**config.mk**
```make
export PLATFORM = sky130hd
export DESIGN_NAME = mvq_move_unit
export DESIGN_NICKNAME = d
export VERILOG_FILES = /design/src/rtl/mvq_pkg.sv /design/src/rtl/mvq_decode.sv /design/src/rtl/mvq_fault_chk.sv /design/src/rtl/mvq_exec.sv /design/src/rtl/mvq_move_unit.sv
export SDC_FILE = /design/constraint.sdc
export NUM_CORES = 1
export LEC_CHECK = 0
export BUFFER_PORTS_ARGS = -buffer_cell sky130_fd_sc_hd__buf_2
export CORE_AREA = 2 2 140 142
export CTS_CLUSTER_SIZE = 25
export DETAILED_ROUTE_END_ITERATION = 12
export DIE_AREA = 0 0 142 144
export PLACE_DENSITY = 0.5
export SLEW_MARGIN = 0
export SYNTH_ARGS = -nofsm -noshare
export SYNTH_HDL_FRONTEND = slang
export SYNTH_SLANG_ARGS = --single-unit
```
**constraint.sdc**
```tcl
create_clock -name clk -period 2.9 [get_ports clk]
set_input_delay 0.145 -clock clk [delete_from_list [all_inputs] [get_ports clk]]
set_output_delay 0.145 -clock clk [all_outputs]
set_load 0.03 [all_outputs]
```
**src/rtl/mvq_pkg.sv**
```systemverilog
package mvq_pkg;
   localparam int VEC_W  = 128;
   localparam int MM_W   = 64;
   localparam int CTL_W  = 32;
   localparam logic [7:0] OPB0 = 8'hF2;
   localparam logic [7:0] OPB1 = 8'h0F;
   localparam logic [7:0] OPB2 = 8'hD6;

   typedef enum logic [1:0] {
      FLT_NONE   = 2'd0,
      FLT_BADOP  = 2'd1,
      FLT_NOUNIT = 2'd2,
      FLT_FPERR  = 2'd3
   } flt_e;
endpackage

```
**src/rtl/mvq_decode.sv**
```systemverilog
module mvq_decode #(
   parameter int HAS_EXT = 1,
   parameter int VIDX_W  = 4,
   parameter int MIDX_W  = 3
) (
   input  logic [31:0]       op_bytes,
   input  logic              long_mode,
   input  logic              pfx_ext_r,
   output logic              op_match,
   output logic              reg_form,
   output logic [MIDX_W-1:0] dst_idx,
   output logic [VIDX_W-1:0] src_idx
);
   import mvq_pkg::*;

   logic [7:0] opnd;
   assign opnd     = op_bytes[31:24];
   assign op_match = (op_bytes[7:0] == OPB0) && (op_bytes[15:8] == OPB1) &&
                     (op_bytes[23:16] == OPB2);
   assign reg_form = (opnd[7:6] == 2'b11);
   assign dst_idx  = opnd[5:3];

   generate
      if (HAS_EXT != 0) begin : g_ext
         assign src_idx = {pfx_ext_r & long_mode, opnd[2:0]};
      end else begin : g_noext
         logic unused_ext;
         assign unused_ext = pfx_ext_r ^ long_mode;
         assign src_idx    = {1'b0, opnd[2:0]};
      end
   endgenerate
endmodule

```
**src/rtl/mvq_fault_chk.sv**
```systemverilog
module mvq_fault_chk #(
   parameter int CTL_W    = 32,
   parameter int TS_BIT   = 3,
   parameter int EM_BIT   = 2,
   parameter int OSS_BIT  = 9,
   parameter int FEAT_BIT = 26
) (
   input  logic             op_match,
   input  logic             reg_form,
   input  logic             pfx_lock,
   input  logic [CTL_W-1:0] ctl0,
   input  logic [CTL_W-1:0] ctl4,
   input  logic [CTL_W-1:0] feat_word,
   input  logic             fp_pending,
   output mvq_pkg::flt_e    code
);
   import mvq_pkg::*;

   if (TS_BIT >= CTL_W || EM_BIT >= CTL_W || OSS_BIT >= CTL_W || FEAT_BIT >= CTL_W) begin : g_bad_bit
      $error("mvq_fault_chk: control bit position out of range");
   end

   logic bad_op, no_unit;
   assign bad_op  = !op_match || !reg_form || pfx_lock || ctl0[EM_BIT] ||
                    !ctl4[OSS_BIT] || !feat_word[FEAT_BIT];
   assign no_unit = ctl0[TS_BIT];

   always_comb begin
      if (bad_op)          code = FLT_BADOP;
      else if (no_unit)    code = FLT_NOUNIT;
      else if (fp_pending) code = FLT_FPERR;
      else                 code = FLT_NONE;
   end
endmodule

```
**src/rtl/mvq_exec.sv**
```systemverilog
module mvq_exec #(
   parameter int MM_W   = 64,
   parameter int MIDX_W = 3,
   parameter int TOP_W  = 3,
   parameter int TAG_W  = 16
) (
   input  logic              clk,
   input  logic              rst_n,
   input  logic              start,
   input  mvq_pkg::flt_e     code,
   input  logic [MIDX_W-1:0] dst_idx,
   input  logic [MM_W-1:0]   src_lo,
   output logic              mm_wr_en,
   output logic [MIDX_W-1:0] mm_wr_idx,
   output logic [MM_W-1:0]   mm_wr_data,
   output logic              fpu_wr_en,
   output logic [TOP_W-1:0]  fpu_top,
   output logic [TAG_W-1:0]  fpu_tag,
   output logic              done,
   output logic [1:0]        fault_code
);
   import mvq_pkg::*;

   logic ok;
   assign ok = (code == FLT_NONE);

   always_ff @(posedge clk) begin
      if (!rst_n) begin
         mm_wr_en   <= 1'b0;
         mm_wr_idx  <= '0;
         mm_wr_data <= '0;
         fpu_wr_en  <= 1'b0;
         fpu_top    <= '0;
         fpu_tag    <= '0;
         done       <= 1'b0;
         fault_code <= 2'd0;
      end else begin
         done      <= start;
         mm_wr_en  <= start && ok;
         fpu_wr_en <= start && ok;
         if (start) begin
            fault_code <= code;
            if (ok) begin
               mm_wr_idx  <= dst_idx;
               mm_wr_data <= src_lo;
               fpu_top    <= '0;
               fpu_tag    <= '0;
            end
         end else begin
            fault_code <= 2'd0;
         end
      end
   end

   AST_DONE_FOLLOWS: assert property (@(posedge clk) disable iff (!rst_n)
      $past(start) |-> done) else $error("done missing");
   AST_DONE_ONLY: assert property (@(posedge clk) disable iff (!rst_n)
      !$past(start) |-> (!done && !mm_wr_en)) else $error("stray done");
   AST_FAULT_NO_WRITE: assert property (@(posedge clk) disable iff (!rst_n)
      (done && fault_code != 2'd0) |-> (!mm_wr_en && !fpu_wr_en)) else $error("write on fault");
   AST_WDATA: assert property (@(posedge clk) disable iff (!rst_n)
      mm_wr_en |-> (mm_wr_data == $past(src_lo) && mm_wr_idx == $past(dst_idx))) else $error("data");
   AST_STATE_PAIR: assert property (@(posedge clk) disable iff (!rst_n)
      fpu_wr_en |-> (mm_wr_en && fpu_top == '0 && fpu_tag == '0)) else $error("fpu state");
endmodule

```
**src/rtl/mvq_move_unit.sv**
```systemverilog
module mvq_move_unit #(
   parameter int VEC_W    = mvq_pkg::VEC_W,
   parameter int MM_W     = mvq_pkg::MM_W,
   parameter int NUM_VEC  = 16,
   parameter int NUM_MM   = 8,
   parameter int CTL_W    = mvq_pkg::CTL_W,
   parameter int HAS_EXT  = 1,
   parameter int TS_BIT   = 3,
   parameter int EM_BIT   = 2,
   parameter int OSS_BIT  = 9,
   parameter int FEAT_BIT = 26,
   localparam int VIDX_W  = $clog2(NUM_VEC),
   localparam int MIDX_W  = $clog2(NUM_MM),
   localparam int TAG_W   = 2 * NUM_MM
) (
   input  logic              clk,
   input  logic              rst_n,
   input  logic              start,
   input  logic [31:0]       op_bytes,
   input  logic              pfx_lock,
   input  logic              pfx_ext_r,
   input  logic              long_mode,
   input  logic [CTL_W-1:0]  ctl0,
   input  logic [CTL_W-1:0]  ctl4,
   input  logic [CTL_W-1:0]  feat_word,
   input  logic              fp_pending,
   output logic [VIDX_W-1:0] vec_rd_idx,
   input  logic [VEC_W-1:0]  vec_rd_data,
   output logic              mm_wr_en,
   output logic [MIDX_W-1:0] mm_wr_idx,
   output logic [MM_W-1:0]   mm_wr_data,
   output logic              fpu_wr_en,
   output logic [MIDX_W-1:0] fpu_top,
   output logic [TAG_W-1:0]  fpu_tag,
   output logic              done,
   output logic [1:0]        fault_code
);
   import mvq_pkg::*;

   if (VEC_W < 2 * MM_W) begin : g_bad_w
      $error("mvq_move_unit: vector width must hold two multimedia words");
   end
   if (NUM_VEC != 16 || NUM_MM != 8) begin : g_bad_n
      $error("mvq_move_unit: operand byte fields need 16 vector and 8 multimedia registers");
   end

   logic              op_match, reg_form;
   logic [MIDX_W-1:0] dst_idx;
   flt_e              code;
   logic              unused_hi;

   assign unused_hi = ^vec_rd_data[VEC_W-1:MM_W];

   mvq_decode #(.HAS_EXT(HAS_EXT), .VIDX_W(VIDX_W), .MIDX_W(MIDX_W)) u_dec (
      .op_bytes (op_bytes),
      .long_mode(long_mode),
      .pfx_ext_r(pfx_ext_r),
      .op_match (op_match),
      .reg_form (reg_form),
      .dst_idx  (dst_idx),
      .src_idx  (vec_rd_idx)
   );

   mvq_fault_chk #(.CTL_W(CTL_W), .TS_BIT(TS_BIT), .EM_BIT(EM_BIT),
                   .OSS_BIT(OSS_BIT), .FEAT_BIT(FEAT_BIT)) u_chk (
      .op_match  (op_match),
      .reg_form  (reg_form),
      .pfx_lock  (pfx_lock),
      .ctl0      (ctl0),
      .ctl4      (ctl4),
      .feat_word (feat_word),
      .fp_pending(fp_pending),
      .code      (code)
   );

   mvq_exec #(.MM_W(MM_W), .MIDX_W(MIDX_W), .TOP_W(MIDX_W), .TAG_W(TAG_W)) u_exe (
      .clk       (clk),
      .rst_n     (rst_n),
      .start     (start),
      .code      (code),
      .dst_idx   (dst_idx),
      .src_lo    (vec_rd_data[MM_W-1:0]),
      .mm_wr_en  (mm_wr_en),
      .mm_wr_idx (mm_wr_idx),
      .mm_wr_data(mm_wr_data),
      .fpu_wr_en (fpu_wr_en),
      .fpu_top   (fpu_top),
      .fpu_tag   (fpu_tag),
      .done      (done),
      .fault_code(fault_code)
   );

   AST_LOCK_BADOP: assert property (@(posedge clk) disable iff (!rst_n)
      $past(start && pfx_lock) |-> fault_code == 2'd1) else $error("lock");
   AST_MEM_FORM: assert property (@(posedge clk) disable iff (!rst_n)
      $past(start && op_bytes[31:30] != 2'b11) |-> fault_code == 2'd1) else $error("mode");
   AST_FP_PEND: assert property (@(posedge clk) disable iff (!rst_n)
      $past(start && fp_pending) |-> (done && fault_code != 2'd0)) else $error("fp pending");
   AST_NOUNIT_OVER_FP: assert property (@(posedge clk) disable iff (!rst_n)
      $past(start && ctl0[TS_BIT]) |-> fault_code inside {2'd1, 2'd2}) else $error("prio");
endmodule

```
==> results of run 1 <==
==> worst paths after layout <==
path                                      from  slack (ns)                           endpoint
max                                op_bytes[0]        1.01          u_exe.mm_wr_en$_SDFF_PN0_
min                            vec_rd_data[59]        0.05  u_exe.mm_wr_data[59]$_SDFFE_PN0P_
max reg2reg  u_exe.mm_wr_data[55]$_SDFFE_PN0P_        2.30  u_exe.mm_wr_data[55]$_SDFFE_PN0P_
min reg2reg   u_exe.mm_wr_data[4]$_SDFFE_PN0P_        0.45   u_exe.mm_wr_data[4]$_SDFFE_PN0P_
==> flip-flops by register name, indices dropped and copies added, names as in the netlist <==
signal            cells
u_exe.done            1
u_exe.fault_code      2
u_exe.mm_wr_data     64
u_exe.mm_wr_en        1
u_exe.mm_wr_idx       3
==> layout make-up <==
class                   instances  area [sq um]
repair buffers                180           943
fillers                      2096         14700
inverters                       1          3.75
clock inverters                 7          87.6
well taps                     238           298
clock buffers                   9           225
flip-flops and latches         71          1420
multi-input cells             240          1390
==> cells in the mapped netlist (all sizes together) <==
cell type  count
nand4          1
nor2b          2
buf           32
nor4           2
o21a           1
nand4bb        1
nor4bb         1
mux2i         67
and2           1
or4            1
inv            1
dfxtp         71
nor2           1
and4           1
clkbuf        13
nand2        136
conb           1
or2            1
nand4b         3
nor3           2
==> kinds of logic (layout without fill, tap and decap cells) <==
logic type	Yosys count	in the layout	share of synthesized area, %
AOI/OAI and AO/OA	1	1	0.247
muxes	67	67	22.1
DFF	71	71	46.7
buffers and inverters	46	197	9.88
and+or+nand+nor	153	153	20.9
other	1	19	0.123
==> worst max-delay path: stages <==
cell	delay, ns
buf_2	0.09
nand4bb_1	0.17
or4_1	0.59
or2_2	0.36
nor4_1	0.22
dlygate4sd3_1	0.58
==> metal layers <==
layer	vias up	track usage (%)	routed length, microns
li1	1387	-	-
met1	1155	10.1	3930
met2	120	11.6	3350
met3	15	3.94	872
met4	0	4.37	174
met5	-	0	0
==> where the power goes <==
group          internal [mW]  switching (mW)
Clock                  0.746           0.430
Sequential             0.977        0.000297
Combinational         0.0691          0.0993
==> results list, run 1 <==
* Endpoint arrival time on the critical path: 2.16 ns
- The count of nets left with antenna violations once routing finished came out at 0.
- Entering global routing, the biggest net connects 73 pins.
* Number of hold violations in the final report: 0
* Max-cap violations: 0
* Post-Syn Instances: 339
- Yosys printed 0 warnings.
- WL final: 8.33 mm
- WL/cell: 11.2 microns
- Final core area utilization: 22.9%
* Ratio of total power to cell area: 531 mW/mm^2
* Final layout net count: 766
- Total die area: 0.0204 sq mm
* DR vias/cell: 3.59
- Count of cells resized by post-cts repair: 0
- Data required time of the critical path: 3.18 ns
- Crit path time final: 1.89 ns
- The top cell types in the final layout, fill and taps aside, are buf_2 (175), nand2_1 (136), dfxtp_1 (71).
* Number of port buffers: 176
- The completed layout was analyzed and its total power is 2.32 mW.
* Number of endpoints failing setup at the final stage: 0
* Layout area overhead: 43.8%
- Mean area per synthesized cell: 8.97 sq um
- Once layout is done, the placed cells without fillers occupy 0.00437 sq mm.
- Initial antenna violation count: 0
- The worst hold path was traced through 3 stages.
* Clock Latency Late Sink: 0.33 ns
- Of the cells placed in the final design, the portion with a size suffix greater than 1 is 38.6%.
* Max transition margin: 55.9%
- Global routing finished with a remaining overflow of 0.
* Most common library cell in the layout ignoring fill and taps: buf_2
- Pre-antenna DRT Iters: 3
* Clock tree root buffer cell: clkbuf_16
- # clock sinks: 71
* Area share of the largest cell type after synthesis: 46.7%
- Synth cell types: 23
* Dpl cell area: 0.00404 sq mm
- Derived from the worst setup path, the maximum achievable clock frequency is 530 MHz.
- Boundary pin count: 358
* Starting Density: 15.9%
- Number of cell rows: 51
* Worst min path class: in -> reg
* Top fanout value on the critical path: 3
- Count of vias placed by the detailed router: 2,677
- Cts-stage hold buffer count: 2
- Crit path capture type: register
- Final setup TNS: 0 ns
- The clock arrives with 0 ns of skew.
* Wire length of the first global-routing pass: 12.7 mm
- The number of max-slew violations in the final report is 0.
- R2r worst-path depth: 2
- The flow ran to the end, and the final reports show no timing, DRC or antenna violations.
* Post-CTS Setup Repair Bufs: 0
- Setup repair after global routing left no endpoint under its margin.
- Worst setup path class: in -> reg
- After the first detailed-routing iteration, the DRC count stood at 71.
* P_leak: 2.00 nW
- Hpwl dp: 5.97 mm
* Setup WS post-layout: 1.01 ns
- DIE WIDTH: 142 microns
- Including well taps, the total number of placed cells is 728.
- Post-synth design cell area: 0.00304 sq mm
- N_diodes: 0
- Number of design rule violations left after detail routing: 0
- After synthesis, flip-flops and latches occupy 46.7% of the total area.
* Total global routing track utilization: 8.13%
* Floorplan die height: 144 microns
- In the finished design, the share of the clock period the worst path needs comes to 65.0%.
- Worst supply voltage drop on vdd: 0.000243 V
- TritonCTS built the clock tree.
- The via count of the first global-routing pass was 2,542.
- After synthesis, the cell types taking the most area are dfxtp_1 (47%), mux2i_1 (22%), nand2_1 (17%).
* Layout Cells excl Fill: 746
- The biggest area contributor in the post-synthesis netlist is dfxtp_1.
- Slew @ Worst Pin: 0.661 ns
- No sink is reached through more buffers than the 2 on the longest clock path.
- Counting flops and latches in the post-synthesis netlist gives 71.
- CORE AREA: 0.0191 sq mm
* GP Congestion: 0.680
- The clock tree synthesis step divided the H-tree into 3 levels.
- Post-Place Worst Slack: 0.813 ns
- Type of origin of the critical path: input pin
- Clock Pin Slew Worst Setup and Hold Paths: 0.06 ns
* Worst Hold Margin: 0.0521 ns
- Buffers inserted during clock tree synthesis total 9.
Power figures use the tool's default switching activity.
==> run 2, diff against run 1 <==
- clock period: 2.9 -> 1.95 ns (I/O delays scaled with it)
==> results list, run 2 (synthesis gave the netlist of run 1 again) <==
- Total global routing track utilization: 8.67% (was 8.13%)
- The H-tree depth reported by CTS came to 3 (unchanged).
* Pin count of the biggest net entering global routing: 55 (was 73)
- The first-pass GRT wire length was 13.6 mm (was 12.7 mm).
* Filler cell count: 2,070 (was 2,096)
* Crit path capture type: register (unchanged)
* Top flop regs: u_exe.mm_wr_data x64, u_exe.mm_wr_idx x3, u_exe.fault_code x2 (unchanged)
- Status: finished clean (unchanged)
* Final layout net count: 820 (was 766)
* Total die area: 0.0204 sq mm (unchanged)
* Data required time of the critical path: 2.23 ns (was 3.18 ns)
- The register ranked first by flip-flop count is u_exe.mm_wr_data (unchanged).
* Boundary pin count: 358 (unchanged)
* Pre-antenna DRT Iters: 4 (was 3)
* Count of cells resized by post-cts repair: 0 (unchanged)
- The total count of hold-check failures in the final report is 0 (unchanged).
- The antenna diode instance count is 0 (unchanged).
* Worst supply voltage drop on vdd: 0.000356 V (was 0.000243 V)
- RSZ-0062 raised after global routing: no (unchanged).
- Max-cap violations: 0 (unchanged)
- The number of flip-flops under the largest register name came to 64 (unchanged).
- DIE WIDTH: 142 microns (unchanged)
- The leakage power came to 2.24 nW (was 2.00 nW).
- The detailed-route via count is 2,890 (was 2,677).
- Leading cell types in the layout, fill and taps excluded: buf_2 (175), nand2_1 (136), dfxtp_1 (71) (unchanged)
- Remaining global-route overflow: 0 (unchanged)
- The worst endpoint data arrival time came to 2.09 ns (was 2.16 ns).
* Layout area overhead: 62.2% (was 43.8%)
* Dpl cell area: 0.00415 sq mm (was 0.00404 sq mm)
- The cell row count came to 51 (unchanged).
* Reg2Reg Launch Point: u_exe.mm_wr_data[11]$_SDFFE_PN0P_ (was u_exe.mm_wr_data[55]$_SDFFE_PN0P_)
- The number of max-slew violations in the final report is 0 (unchanged).
* Launch point of the worst path: op_bytes[0] (unchanged)
- The share of cells above drive strength 1 was 35.5% (was 38.6%).
- Clock Pin Slew Worst Setup and Hold Paths: 0.06 ns (about the same)
- The via count of the first global-routing pass was 2,662 (was 2,542).
- Ratio of total power to cell area: 683 mW/mm^2 (was 531 mW/mm^2)
- Period utilisation layout: 93.0%
* Worst min path class: in -> reg (unchanged)
- The largest driver fanout on the critical path was 3 (unchanged).
- Most common library cell in the layout ignoring fill and taps: buf_2 (unchanged)
- Layout Cells excl Fill: 798 (was 746)
- The instance count after placement with tap cells included is 734 (was 728).
- Based on the critical path, the design can be clocked at up to 552 MHz.
* Violation count after the first detailed-routing iteration: 76 (was 71)
* WL/cell: 11.4 microns (was 11.2 microns)
- The clock net sink count is 71 (unchanged).
- The routability congestion estimate from global placement came to 0.673 (was 0.680).
- The CTS root buffer is clkbuf_16 (unchanged).
- Number of buffers added by the clock tree synthesis step: 9 (unchanged)
- The clock network latency to the later pin of the worst-skew pair was 0.33 ns (about the same).
- The final sum of negative setup slack was 0 ns (unchanged).
- Launch instance of the worst min-delay path: vec_rd_data[32] (was vec_rd_data[59])
- Max Root-Sink Buffers: 2 (unchanged)
- WL final: 9.08 mm (was 8.33 mm)
- Clock skew: 0 ns (unchanged)
* Worst setup path class: in -> reg (unchanged)
- The area of the core was 0.0191 sq mm (unchanged).
* Remaining number of nets flagged by the antenna check after routing: 0 (unchanged)
- Initial antenna violation count: 0 (unchanged)
- Summed area of non-filler cells in the final layout: 0.00493 sq mm (was 0.00437 sq mm)
* Starting Density: 15.9% (unchanged)
* DR vias/cell: 3.62 (was 3.59)
* Number of endpoints failing setup at the final stage: 0 (unchanged)
* Number of port buffers: 176 (unchanged)
- The height of the die came to 144 microns (unchanged).
- The nature of the critical path startpoint is an input pin (unchanged).
- Number of design rule violations left after detail routing: 0 (unchanged)
- Crit path time final: 1.81 ns
- CTS tree: yes (unchanged)
- Hpwl dp: 6.45 mm (was 5.97 mm)
## run 2: cell count changes in the layout (fill, tap and decap cells not counted)
cell,delta
buf_12,+5
clkinv_2,-4
clkbuf_8,+4
clkinvlp_4,-1
clkbuf_1,+1
buf_4,+1
bufinv_16,-2
dlygate4sd3_1,+48
## run 2: report_power, final
| part | internal, mW | switching [mW] |
|---|---|---|
| logic | 0.169 | 0.163 |
| clock network | 0.987 | 0.597 |
| registers | 1.45 | 0.000625 |
## run 2: critical path: stages
cell and delay [ns]:
buf_2 0.09, nand4bb_1 0.18, or4_1 0.59, or2_2 0.35
nor4_1 0.21, dlygate4sd3_1 0.57
## run 2: layer usage
layer | GRT usage, % | wire [microns] | up-vias
met5 | 0 | 0 | -
met4 | 3.32 | 132 | 0
met3 | 4.83 | 953 | 13
met2 | 12.6 | 3890 | 118
met1 | 10.6 | 4110 | 1268
li1 | - | - | 1491
## run 2: final cells by class
class	instances	area [sq um]	area share (%)
Clock buffer	14	284	5.76
Inverter	1	3.75	0.0761
Multi-Input combinational cell	240	1390	28.2
Sequential cell	71	1420	28.8
Tap cell	238	298	6.04
Timing Repair Buffer	234	1530	31.1
## run 2: through the flow
step | power (mW) | util (%) | setup slack [ns] | hold WS, ns
2_1_floorplan | 1.66 | - | 0.285 | 0.175
3_3_place_gp | 1.74 | 21.7 | 0.0777 | 0.195
3_5_place_dp | 1.74 | 21.7 | 0.0386 | 0.195
4_1_cts | 3.44 | 25.8 | 0.167 | 0.000143
5_1_grt | 3.55 | 25.8 | 0.0241 | 0.00182
6_report | 3.37 | 25.8 | 0.137 | 0.0187
## run 2: final timing paths
path	to	slack, ns	depth (start not counted)
setup reg to reg	u_exe.mm_wr_data[11]$_SDFFE_PN0P_	1.34	2
hold reg to reg	u_exe.mm_wr_data[26]$_SDFFE_PN0P_	0.45	2
setup / recovery	u_exe.mm_wr_en$_SDFF_PN0_	0.14	6
hold / removal	u_exe.mm_wr_data[32]$_SDFFE_PN0P_	0.02	3
## run 2: what timing repair did
item                                   4_1_cts  5_1_grt
buffers inserted                             0        0
endpoints found under the hold margin       49        0
hold buffers                                50        0
